<file path="config.mk">
export PLATFORM = sky130hd
export DESIGN_NAME = dual_sel_sram
export DESIGN_NICKNAME = d
export VERILOG_FILES = /design/src/rtl/dual_sel_sram.sv
export SDC_FILE = /design/constraint.sdc
export NUM_CORES = 1
export LEC_CHECK = 0
export BUFFER_PORTS_ARGS = -buffer_cell sky130_fd_sc_hd__buf_2
export CAP_MARGIN = 20
export CORE_MARGIN = 2
export CORE_UTILIZATION = 46
export DETAILED_ROUTE_END_ITERATION = 10
export SLEW_MARGIN = 0
export SYNTH_ARGS = -nofsm -noshare
export SYNTH_HDL_FRONTEND = slang
export SYNTH_SLANG_ARGS = --single-unit
</file>
<file path="constraint.sdc">
create_clock -name clk -period 3.65 [get_ports clk]
set_input_delay 0.73 -clock clk [delete_from_list [all_inputs] [get_ports clk]]
set_output_delay 0.73 -clock clk [all_outputs]
set_load 0.01 [all_outputs]
</file>
<file path="src/rtl/dual_sel_sram.sv">
module dual_sel_sram #(
  parameter int ADDR_W = 8,
  parameter int DATA_W = 4,
  parameter int ROW_W  = 5
) (
  input  logic              clk,
  input  logic              rst_n,
  input  logic [ADDR_W-1:0] addr,
  input  logic [DATA_W-1:0] d,
  input  logic              sel_n,
  input  logic              sel,
  input  logic              q_off,
  input  logic              rd_wr,
  output logic [DATA_W-1:0] q,
  output logic              q_en
);
  localparam int COL_W = ADDR_W - ROW_W;
  localparam int ROWS  = 1 << ROW_W;
  localparam int COLS  = 1 << COL_W;

  logic [ROW_W-1:0]  row;
  logic [COL_W-1:0]  col;
  logic              picked, do_wr, do_rd;
  logic [DATA_W-1:0] rd_bits;

  assign row    = addr[ROW_W-1:0];
  assign col    = addr[ADDR_W-1:ROW_W];
  assign picked = !sel_n && sel;
  assign do_wr  = picked && !rd_wr;
  assign do_rd  = picked && rd_wr && !q_off;

  for (genvar b = 0; b < DATA_W; b++) begin : g_plane
    logic [COLS-1:0] cells [ROWS];
    always_ff @(posedge clk)
      if (do_wr) cells[row][col] <= d[b];
    assign rd_bits[b] = cells[row][col];
  end

  always_ff @(posedge clk) begin
    if (!rst_n) begin
      q_en <= 1'b0;
      q    <= '0;
    end else begin
      q_en <= do_rd;
      q    <= do_rd ? rd_bits : '0;
    end
  end
endmodule


</file>
==> impl_metrics.yaml <==
timing:
  max_freq_mhz: 329
  hold_ws_ns: 0.458
  drv_slew: 0
  post-route-period-util_pct: 83.2
  maxSlewHeadroom_pct: 35.9
  rsz0062_at_grt: "no"
  tns_ns: 0
  finalClockSkew_ns: 0.0232
  setup_violations: 0
  post-route-min-period_ns: 3.04
  worstMarginPinSlew_ns: 0.962
  final_hold_viol_count: 0
layout:
  final_area_um2: 46800
  syn_to_final_growth_pct: 14.1
  layout-drive-gt1-share_pct: 22.5
  layout.nets: 2358
synthesis:
  synth.most_common_cell: "edfxtp_1"
  synth.distinct_cells: 65
  synth.yosys.warnings: 0
  synth_edf_count: 1024
  synth_area_um2: 41000
  ys_seq_area_share_pct: 75.3
  netlist.area_leader.share_pct: 75.0
  syn_nets: 2193
  synth_top_cell_by_area: "edfxtp_1"
  postSynthCellCount: 2175
  yosys_most_used_dff: "edfxtp_1"
  synth_seq_cells: 1029
  synthTopCellsByCount: "edfxtp_1, nor2_1, mux4_2"
  avgSynthCellArea_um2: 18.8
  async_reset_ff_share_pct: 0
  synthTopCellsByArea: "edfxtp_1, mux4_2, mux2i_1, nor2_1, nand2_1"
global_route:
  grt_pass1_vias: 22400
  busiest_layer: "met2"
  grt_pass1_wl_um: 169000
  grt_usage_pct: 26.5
  gr-usage-met1_pct: 37.1
  grt_overflow_total: 0
  met3_usage_pct: 7.33
  antenna_found_initial: 2
  use_met2_pct: 40.0
  grt_start_max_net_pins: 98
clock_tree:
  tritoncts: "built"
  cts_setup_buffers: 0
  cts.sinks: 1029
  htreeDepth: 3
  cts-root-buf: "clkbuf_16"
  cts_buffers: 101
  cts_resized: 0
  clk_pin_slew_ns: 0.06
  clk_latency_ns: 0.68
  cts-hold-fix-buffers: 0
  clock_path_buffers: 3
critical_path:
  rr_startpoint: "g_plane[3].cells[5][2]"
  cp.arrival_ns: 3.59
  path_buf_inv: 3
  endpoint: "q[3]"
  path_class: "input pin to register"
  cp.required_ns: 4.20
  end_kind: "register"
  r2r_cells: 6
  worstPathCellList: "buf_8, buf_12, buf_4, mux4_2, a22o_1, nor4_1, a221oi_1, a31oi_1, o211ai_1"
  slowest_delay_ns: 0.61
  startpoint_type: "input pin"
  crit_cells: 9
  rrSetupSlack_ns: 1.19
  cp_max_fo: 32
  cpLargestDelayFamily: "compound AO/OA/AOI/OAI gates"
  critPathLaunch: "addr[0]"
  reg2reg_to: "q[3]"
  critPathSlowestCell: "nor4_1"
die:
  start_util_pct: 46.4
  dieArea_um2: 91500
  coreArea_um2: 88400
  io_pins: 23
  die-width_um: 303
  row_count: 109
  die_h_um: 303
drt:
  drt_iter0_drc: 3124
  drtAntennaViolNets: 0
  routed_wirelength_um: 120000
  wire_per_inst_um: 33.4
  drt-pass1-iter-count: 6
  drc: 0
  vias: 22500
  routed_via_density: 6.25
placement:
  place_congestion: 0.946
  port_buffers: 22
  dpl_cell_area_um2: 43300
  dp.final_hpwl_um: 80300
power:
  powerDensity_nw_per_um2: 540
  peakVddDrop_v: 0.000394
  power_w: 0.0253
  p_leak_nw: 14.9
job:
  max_cap_viol_count: 0
min_path:
  hp-class: "input pin to register"
status:
  run_status: "finished, final reports clean"
==> registers in the layout, indices dropped and copies added (netlist names) <==
register       flops
g_plane.cells   1024
q                  4
q_en               1
==> area by class of cell <==
type,instances,area [um^2]
antenna,2,5.00
fill,6936,41600
multi-input combinational,1009,9180
timing repair buffer,194,1770
sequential,1029,30800
clock buffer,115,2640
clock inverter,75,842
tap,1165,1460
inverter,5,18.8
==> stage by stage <==
stage                     setup WS (ns)  util, %  cells
after floorplan                   0.987        -   2175
after global placement           -0.364     49.0   3401
after detailed placement        -0.0235     49.0   3402
after CTS                         0.676     52.9   3592
after global routing              0.594     52.9   3592
final                             0.612     52.9   3594
==> power breakdown <==
group / internal [W] / leakage, nW / switching [W]
Sequential: 0.0130 / 9.24 / 0.00000278
Combinational: 0.000446 / 3.96 / 0.000869
Clock: 0.00647 / 1.70 / 0.00449
Total: 0.0199 / 14.9 / 0.00537
==> routing by layer <==
metal	share of wire (%)	wire (um)	vias up
met5	0.017	20	-
met4	4.0	4850	4
met3	11	13300	258
met2	45	54400	1328
met1	40	47500	11700
li1	-	-	9129
==> worst register-to-register path: stages (launching register included) <==
cell	delay [ns]
edfxtp_1	0.40
mux4_2	0.47
a22o_1	0.30
nor4_1	0.61
a221oi_1	0.26
a31oi_1	0.21
o211ai_1	0.11
==> worst min-delay path by stage <==
stage                       startpoint    to  cells past startpoint
6_report                       addr[6]  q[3]                      3
4_1_cts                        addr[6]  q[3]                      3
5_1_grt                        addr[6]  q[3]                      3
3_3_place_gp   g_plane[2].cells[24][5]  q[2]                      6
2_1_floorplan   g_plane[0].cells[8][6]  q[0]                      6
3_5_place_dp    g_plane[1].cells[3][5]  q[1]                      6
==> layout by cell type (no fill, tap or decap), types with 7 or more instances in the layout <==
cell type	instances
a221oi_1	9
buf_12	26
nor4_1	9
nor2_1	276
a21oi_1	20
mux2i_1	146
buf_4	146
buf_2	16
nand4_1	9
clkinv_1	23
edfxtp_1	1024
nor3_1	15
clkbuf_1	11
o22ai_1	44
clkinv_2	22
mux2_2	12
clkbuf_16	104
a22o_1	7
nor2b_1	14
bufinv_16	18
o21ai_0	14
nand3_1	16
o211ai_1	12
mux4_2	173
mux4_1	10
a22oi_1	38
a31oi_1	7
nand2_1	101
==> cells by family after synthesis <==
logic type | Yosys count | synth area share [%]
simple gates | 480 | 5.12
flops | 1029 | 75.3
mux | 342 | 14.1
compound gates | 187 | 3.19
buf+inv | 137 | 2.36
(Power assumes the default switching activity.)
